<file path="config.mk">
export PLATFORM = sky130hd
export DESIGN_NAME = ballot_ctrl
export DESIGN_NICKNAME = d
export VERILOG_FILES = /design/src/rtl/ballot_pkg.sv /design/src/rtl/ballot_roll.sv /design/src/rtl/ballot_tally.sv /design/src/rtl/ballot_ctrl.sv
export SDC_FILE = /design/constraint.sdc
export NUM_CORES = 1
export LEC_CHECK = 0
export BUFFER_PORTS_ARGS = -buffer_cell sky130_fd_sc_hd__buf_2
export CAP_MARGIN = 20
export CORE_MARGIN = 3
export CORE_UTILIZATION = 62
export CTS_BUF_LIST = sky130_fd_sc_hd__clkbuf_4
export CTS_CLUSTER_DIAMETER = 150
export DETAILED_ROUTE_END_ITERATION = 8
export GPL_ROUTABILITY_DRIVEN = 0
export PLACE_DENSITY = 0.91
export SYNTH_ARGS = -nofsm -noshare
export SYNTH_HDL_FRONTEND = slang
export SYNTH_HIERARCHICAL = 1
export SYNTH_SLANG_ARGS = --single-unit
</file>
<file path="constraint.sdc">
create_clock -name clk -period 8.4 [get_ports clk]
set_input_delay 0.42 -clock clk [delete_from_list [all_inputs] [get_ports clk]]
set_output_delay 0.42 -clock clk [all_outputs]
set_load 0.01 [all_outputs]
</file>
<file path="src/rtl/ballot_pkg.sv">
// Shared types for the ballot control unit.
// Assumes four candidates; reason codes are visible at the top's ports.
package ballot_pkg;
    localparam int NCAND = 4;

    typedef enum logic [1:0] {
        RJ_NONE = 2'd0,
        RJ_ID   = 2'd1,
        RJ_DONE = 2'd2,
        RJ_SEL  = 2'd3
    } rej_e;

    typedef enum logic {
        ST_ID   = 1'b0,
        ST_PICK = 1'b1
    } step_e;
endpackage

</file>
<file path="src/rtl/ballot_roll.sv">
// Enrolment roll: de-obscures the presented identifier with a fixed XOR key,
// matches it against NV parameter entries (lowest index wins on duplicates),
// and keeps one voted flag per entry. Assumes mark is asserted only for a
// slot that previously matched and was not yet voted.
module ballot_roll #(
    parameter int          NV   = 8,
    parameter int          IW   = 6,
    parameter logic [IW-1:0] KEY = 6'h2A,
    parameter logic [NV*IW-1:0] ROLL = {6'd58, 6'd45, 6'd34, 6'd27,
                                        6'd21, 6'd14, 6'd9,  6'd3},
    localparam int SW = (NV > 1) ? $clog2(NV) : 1
) (
    input  logic          clk,
    input  logic          rst_n,
    input  logic [IW-1:0] id_in,
    input  logic          mark,
    input  logic [SW-1:0] mark_slot,
    output logic          hit,
    output logic [SW-1:0] hit_slot,
    output logic          hit_voted
);
    logic [IW-1:0] plain;
    logic [NV-1:0] match;
    logic [NV-1:0] voted_q;

    assign plain = id_in ^ KEY;

    // per-entry comparators
    for (genvar g = 0; g < NV; g++) begin : g_cmp
        assign match[g] = (plain == ROLL[g*IW +: IW]);
    end

    // priority pick of the lowest matching slot
    always_comb begin
        hit      = 1'b0;
        hit_slot = '0;
        for (int i = NV - 1; i >= 0; i--) begin
            if (match[i]) begin
                hit      = 1'b1;
                hit_slot = SW'(i);
            end
        end
        hit_voted = voted_q[hit_slot] & hit;
    end

    // voted flags: set on accepted ballot, cleared only by reset
    always_ff @(posedge clk) begin
        if (!rst_n)    voted_q <= '0;
        else if (mark) voted_q[mark_slot] <= 1'b1;
    end


    flag_sticky_chk: assert property (@(posedge clk) disable iff (!rst_n)
        ((voted_q & $past(voted_q)) == $past(voted_q)));

    mark_fresh_chk: assert property (@(posedge clk) disable iff (!rst_n)
        mark |-> !voted_q[mark_slot]);
endmodule

</file>
<file path="src/rtl/ballot_tally.sv">
// Candidate tallies, running total and leader selection.
// Assumes inc_sel is one-hot whenever inc is high; ties go to the lowest index.
module ballot_tally #(
    parameter int NC = 4,
    parameter int CW = 8,
    localparam int TW = CW + $clog2(NC),
    localparam int XW = (NC > 1) ? $clog2(NC) : 1
) (
    input  logic           clk,
    input  logic           rst_n,
    input  logic           inc,
    input  logic [NC-1:0]  inc_sel,
    output logic [NC*CW-1:0] cnt_flat,
    output logic [TW-1:0]  total,
    output logic [XW-1:0]  best_idx,
    output logic           tie
);
    logic [CW-1:0] cnt_q [NC];
    logic [TW-1:0] total_q;

    // one counter per candidate
    for (genvar g = 0; g < NC; g++) begin : g_cnt
        always_ff @(posedge clk) begin
            if (!rst_n)                 cnt_q[g] <= '0;
            else if (inc && inc_sel[g]) cnt_q[g] <= cnt_q[g] + 1'b1;
        end
        assign cnt_flat[g*CW +: CW] = cnt_q[g];
    end

    // running total of accepted ballots
    always_ff @(posedge clk) begin
        if (!rst_n)   total_q <= '0;
        else if (inc) total_q <= total_q + 1'b1;
    end
    assign total = total_q;

    // leader by strict comparison, then count holders of the maximum
    always_comb begin
        logic [CW-1:0] best;
        int            nmax;
        best     = cnt_q[0];
        best_idx = '0;
        for (int i = 1; i < NC; i++) begin
            if (cnt_q[i] > best) begin
                best     = cnt_q[i];
                best_idx = XW'(i);
            end
        end
        nmax = 0;
        for (int i = 0; i < NC; i++) if (cnt_q[i] == best) nmax++;
        tie = (nmax > 1);
    end


    total_sum_chk: assert property (@(posedge clk) disable iff (!rst_n)
        total_q == (TW'(cnt_q[0]) + TW'(cnt_q[1]) + TW'(cnt_q[2]) + TW'(cnt_q[3])));

    leader_max_chk: assert property (@(posedge clk) disable iff (!rst_n)
        cnt_q[best_idx] >= cnt_q[0] && cnt_q[best_idx] >= cnt_q[NC-1]);
endmodule

</file>
<file path="src/rtl/ballot_ctrl.sv">
// Ballot control unit top: two-step confirm sequencing, accept/reject pulses
// with reason codes, unlock latch and masking of results. Assumes confirm is
// already debounced to one cycle and unlock comes from an external checker.
module ballot_ctrl
    import ballot_pkg::*;
#(
    parameter int NV = 8,
    parameter int IW = 6,
    parameter int CW = 8,
    parameter logic [IW-1:0] KEY = 6'h2A,
    parameter logic [NV*IW-1:0] ROLL = {6'd58, 6'd45, 6'd34, 6'd27,
                                        6'd21, 6'd14, 6'd9,  6'd3},
    localparam int SW = (NV > 1) ? $clog2(NV) : 1,
    localparam int TW = CW + $clog2(NCAND)
) (
    input  logic                clk,
    input  logic                rst_n,
    input  logic                mode_vote,
    input  logic [IW-1:0]       voter_id,
    input  logic                confirm,
    input  logic [NCAND-1:0]    cand_sel,
    input  logic                unlock,
    output logic                ack_ok,
    output logic                ack_rej,
    output logic [1:0]          rej_code,
    output logic                res_valid,
    output logic [NCAND*CW-1:0] res_counts,
    output logic [TW-1:0]       res_total,
    output logic [1:0]          res_winner,
    output logic                res_tie
);
    step_e         step_q;
    logic [SW-1:0] slot_q;
    logic          unl_q;
    rej_e          code_q;
    logic          hit, hit_voted, sel_one, cast;
    logic [SW-1:0] hit_slot;
    logic [NCAND*CW-1:0] cnt_flat;
    logic [TW-1:0] total;
    logic [1:0]    best_idx;
    logic          tie;

    assign sel_one = (cand_sel != '0) && ((cand_sel & (cand_sel - 1'b1)) == '0);
    assign cast    = mode_vote && confirm && (step_q == ST_PICK) && sel_one;

    ballot_roll #(.NV(NV), .IW(IW), .KEY(KEY), .ROLL(ROLL)) u_roll (
        .clk(clk), .rst_n(rst_n), .id_in(voter_id),
        .mark(cast), .mark_slot(slot_q),
        .hit(hit), .hit_slot(hit_slot), .hit_voted(hit_voted)
    );

    ballot_tally #(.NC(NCAND), .CW(CW)) u_tally (
        .clk(clk), .rst_n(rst_n), .inc(cast), .inc_sel(cand_sel),
        .cnt_flat(cnt_flat), .total(total), .best_idx(best_idx), .tie(tie)
    );

    // ballot sequencing and one-cycle outcome pulses
    always_ff @(posedge clk) begin
        if (!rst_n) begin
            step_q  <= ST_ID;
            slot_q  <= '0;
            ack_ok  <= 1'b0;
            ack_rej <= 1'b0;
            code_q  <= RJ_NONE;
        end else begin
            ack_ok  <= 1'b0;
            ack_rej <= 1'b0;
            code_q  <= RJ_NONE;
            if (!mode_vote) begin
                step_q <= ST_ID;
            end else if (confirm) begin
                if (step_q == ST_ID) begin
                    if (!hit) begin
                        ack_rej <= 1'b1;
                        code_q  <= RJ_ID;
                    end else if (hit_voted) begin
                        ack_rej <= 1'b1;
                        code_q  <= RJ_DONE;
                    end else begin
                        step_q <= ST_PICK;
                        slot_q <= hit_slot;
                    end
                end else begin
                    step_q <= ST_ID;
                    if (sel_one) begin
                        ack_ok <= 1'b1;
                    end else begin
                        ack_rej <= 1'b1;
                        code_q  <= RJ_SEL;
                    end
                end
            end
        end
    end
    assign rej_code = code_q;

    // unlock latch, dropped whenever voting resumes
    always_ff @(posedge clk) begin
        if (!rst_n)         unl_q <= 1'b0;
        else if (mode_vote) unl_q <= 1'b0;
        else if (unlock)    unl_q <= 1'b1;
    end

    // results masked until unlocked in result mode
    always_comb begin
        res_valid  = !mode_vote && unl_q;
        res_counts = res_valid ? cnt_flat : '0;
        res_total  = res_valid ? total    : '0;
        res_winner = res_valid ? best_idx : '0;
        res_tie    = res_valid && tie;
    end


    pulse_excl_chk: assert property (@(posedge clk) disable iff (!rst_n)
        !(ack_ok && ack_rej));

    code_idle_chk: assert property (@(posedge clk) disable iff (!rst_n)
        !ack_rej |-> (rej_code == 2'd0));

    total_step_chk: assert property (@(posedge clk) disable iff (!rst_n)
        ack_ok |-> (total == $past(total) + 1'b1));

    unlock_cause_chk: assert property (@(posedge clk) disable iff (!rst_n)
        $rose(unl_q) |-> ($past(unlock) && !$past(mode_vote)));
endmodule

</file>
==> impl_metrics.tcl <==
set metrics [dict create \
    timing.fmax_mhz 126 \
    viasPerCell 6.72 \
    antenna_cells 0 \
    routedWlPerCell_um 19.0 \
    drive_above_1_share 0.189 \
    vias 5841 \
    path_class "reg2out" \
    ys_warn_count 6 \
    cts_tree "done" \
    clockRootBuffer "clkbuf_4" \
    worstSkewPairLatency_ns 0.41 \
    crit_required_ns 7.98 \
    gr-total-overflow 0 \
    cts_hold_buffers 0 \
    cp_num_buf_inv 5 \
    min_period_ns 7.94 \
    slew_viol_final 0 \
    crit_path_end_kind "output port" \
    syn_nets 749 \
    total_power_mw 0.838 \
    setup.worst_path.start "u_tally/cnt_q[0][1]" \
    grt_pass1_wl_mm 26.0 \
    core_area_sq_um 8810 \
    io_pins 65 \
    cp-start-kind "flip-flop" \
    clock_path_buffers 2 \
    worstReg2RegStart "step_q" \
    first_iter_violations 888 \
    drt_wl_total_mm 16.5 \
    antenna_found_initial 0 \
    setup_ws_ns 0.461 \
    holdCritStartpoint "mode_vote" \
    ir_worst_vdd_mv 0.144 \
    fin_nets 802 \
    rsz0062_at_grt "no" \
    ys_seq_area_frac 0.264 \
    post-route-util 0.718 \
    hold_viol 0 \
    drtPass1Iterations 6 \
    place_ws_ns 0.208 \
    yosys-top-cells-area "edfxtp_1 17%, dfxtp_1 9.5%, and2_1 8.6%" \
    die_w_um 102 \
    final.setup.tns_ns 0 \
    fin_crit_sh 0.945 \
    dp_hpwl_mm 11.6 \
    fp.dieH_um 102 \
    portBuffers 64 \
    crit_path_frequent_cell "ha_1" \
    synth_cell_types 80 \
    path_max_fanout 24 \
    cp_slowest_cell "and4bb_1" \
    cts.sinks 59 \
    cp_slowest_stage_delay_ns 0.43 \
    ys.flop_type "edfxtp_1" \
    ctsHtreeMaxLevel 3 \
    start_util 0.647 \
    drcViolationCount 0 \
    async_reset_ff_frac 0 \
    final-setup-viol-count 0 \
    fin_hold_ws_ns 0.238 \
    detail-route-antenna-nets 0 \
    die_area_sq_um 10400 \
    yosys.area.top_type "edfxtp_1" \
    cts-buffers-inserted 9 \
    grt_max_degree 34 \
    grt_pass1_vias 5388 \
    run_status "finished, final reports clean" \
    synth_edf_count 32 \
    avgSynthCellArea_sq_um 8.11 \
    synth_seq_cells 59 \
    synthCells 703 \
    crit_arrival_ns 7.52 \
    p_per_area_nw_per_um2 133 \
    yosys-top-cells-count "82 x nor2_1, 78 x and2_1, 34 x clkbuf_1" \
    rows 34 \
    p_leak_nw 2.63 \
    worstMarginPinSlew_ns 0.772 \
    drv_cap 0 \
    clock-skew-final_ns 0.0155 \
    r2r_slack_ns 6.24 \
    synthesis.area_sq_um 5700 \
    synth_top_area_frac 0.169 \
    maxSlewHeadroom 0.483 \
    synth_most_common_cell "nor2_1" \
    worstHoldPathType "in2reg" \
    crit_family "simple AND/OR/NAND/NOR gates" \
    clk_pin_slew_ns 0.11 \
    area_delta_synth_final_pct 10.9 \
    grt.total_usage 0.313 \
]
cells by family after synthesis:
| kind of cell | after synthesis | synth area share |
|---|---|---|
| and+or+nand+nor | 316 | 0.309 |
| AOI/OAI and AO/OA | 167 | 0.218 |
| buffers and inverters | 84 | 0.0652 |
| DFF | 59 | 0.264 |
| xor gates and xnor gates | 39 | 0.0599 |
| adders and majority gates | 31 | 0.0681 |
| muxes | 7 | 0.0162 |
state kept, by name, summed over array words and instances, names as in the netlist:
name / cells
u_tally/cnt_q: 32
ack_rej: 1
ack_ok: 1
step_q: 1
rej_code: 2
unl_q: 1
u_roll/voted_q: 8
slot_q: 3
u_tally/total: 10
cell usage in the layout (no fill, tap or decap), types with 14 or more instances in the layout:
master     count
o2111ai_1     14
nand2_1       27
nor2_1        82
ha_1          31
o21ai_0       29
edfxtp_1      32
buf_2         64
o211ai_1      27
and2_1        77
dfxtp_1       27
xor2_1        17
nand3_1       33
inv_1         29
nand4_1       19
buf_4         30
xnor2_1       22
where the power goes:
| group | internal, mW | switching (mW) | total (mW) |
|---|---|---|---|
| Clock | 0.127 | 0.108 | 0.235 |
| Sequential | 0.309 | 0.0125 | 0.322 |
| Combinational | 0.109 | 0.172 | 0.282 |
timing repair:
| action | CTS | global route |
|---|---|---|
| gates resized for setup | 2 | 7 |
| setup buffers | 0 | 6 |
| gates cloned | 0 | 1 |
| pin swaps | 0 | 3 |
| endpoints found under the setup margin | 1 | 1 |
worst paths after layout:
path                            end  depth (start not counted)
setup / recovery            res_tie                         32
hold / removal                unl_q                          2
setup reg to reg   u_tally/total[9]                          6
hold reg to reg   u_roll/voted_q[6]                          1
per-layer routing:
metal / share of wire / GRT usage / routed length (um) / up-vias
met1: 0.39 / 0.390 / 6360 / 2629
met5: 0 / 0 / 0 / -
met2: 0.46 / 0.496 / 7570 / 452
met3: 0.10 / 0.0765 / 1730 / 103
met4: 0.052 / 0.179 / 851 / 0
li1: - / - / - / 2657
metrics by stage:
step           cells  cell area [sq um]
2_1_floorplan    703               5700
3_3_place_gp     846               6080
3_5_place_dp     846               6080
4_1_cts          862               6240
5_1_grt          869               6320
6_report         869               6320
final cells by class:
cell class,count,area (sq um)
inverters,31,116
fillers,636,2480
clock inverters,5,77.6
flip-flops and latches,59,1500
repair buffers,94,546
clock buffers,11,82.6
multi-input cells,561,3860
well taps,108,135
Note: power is estimated with default switching activity, not from simulation.
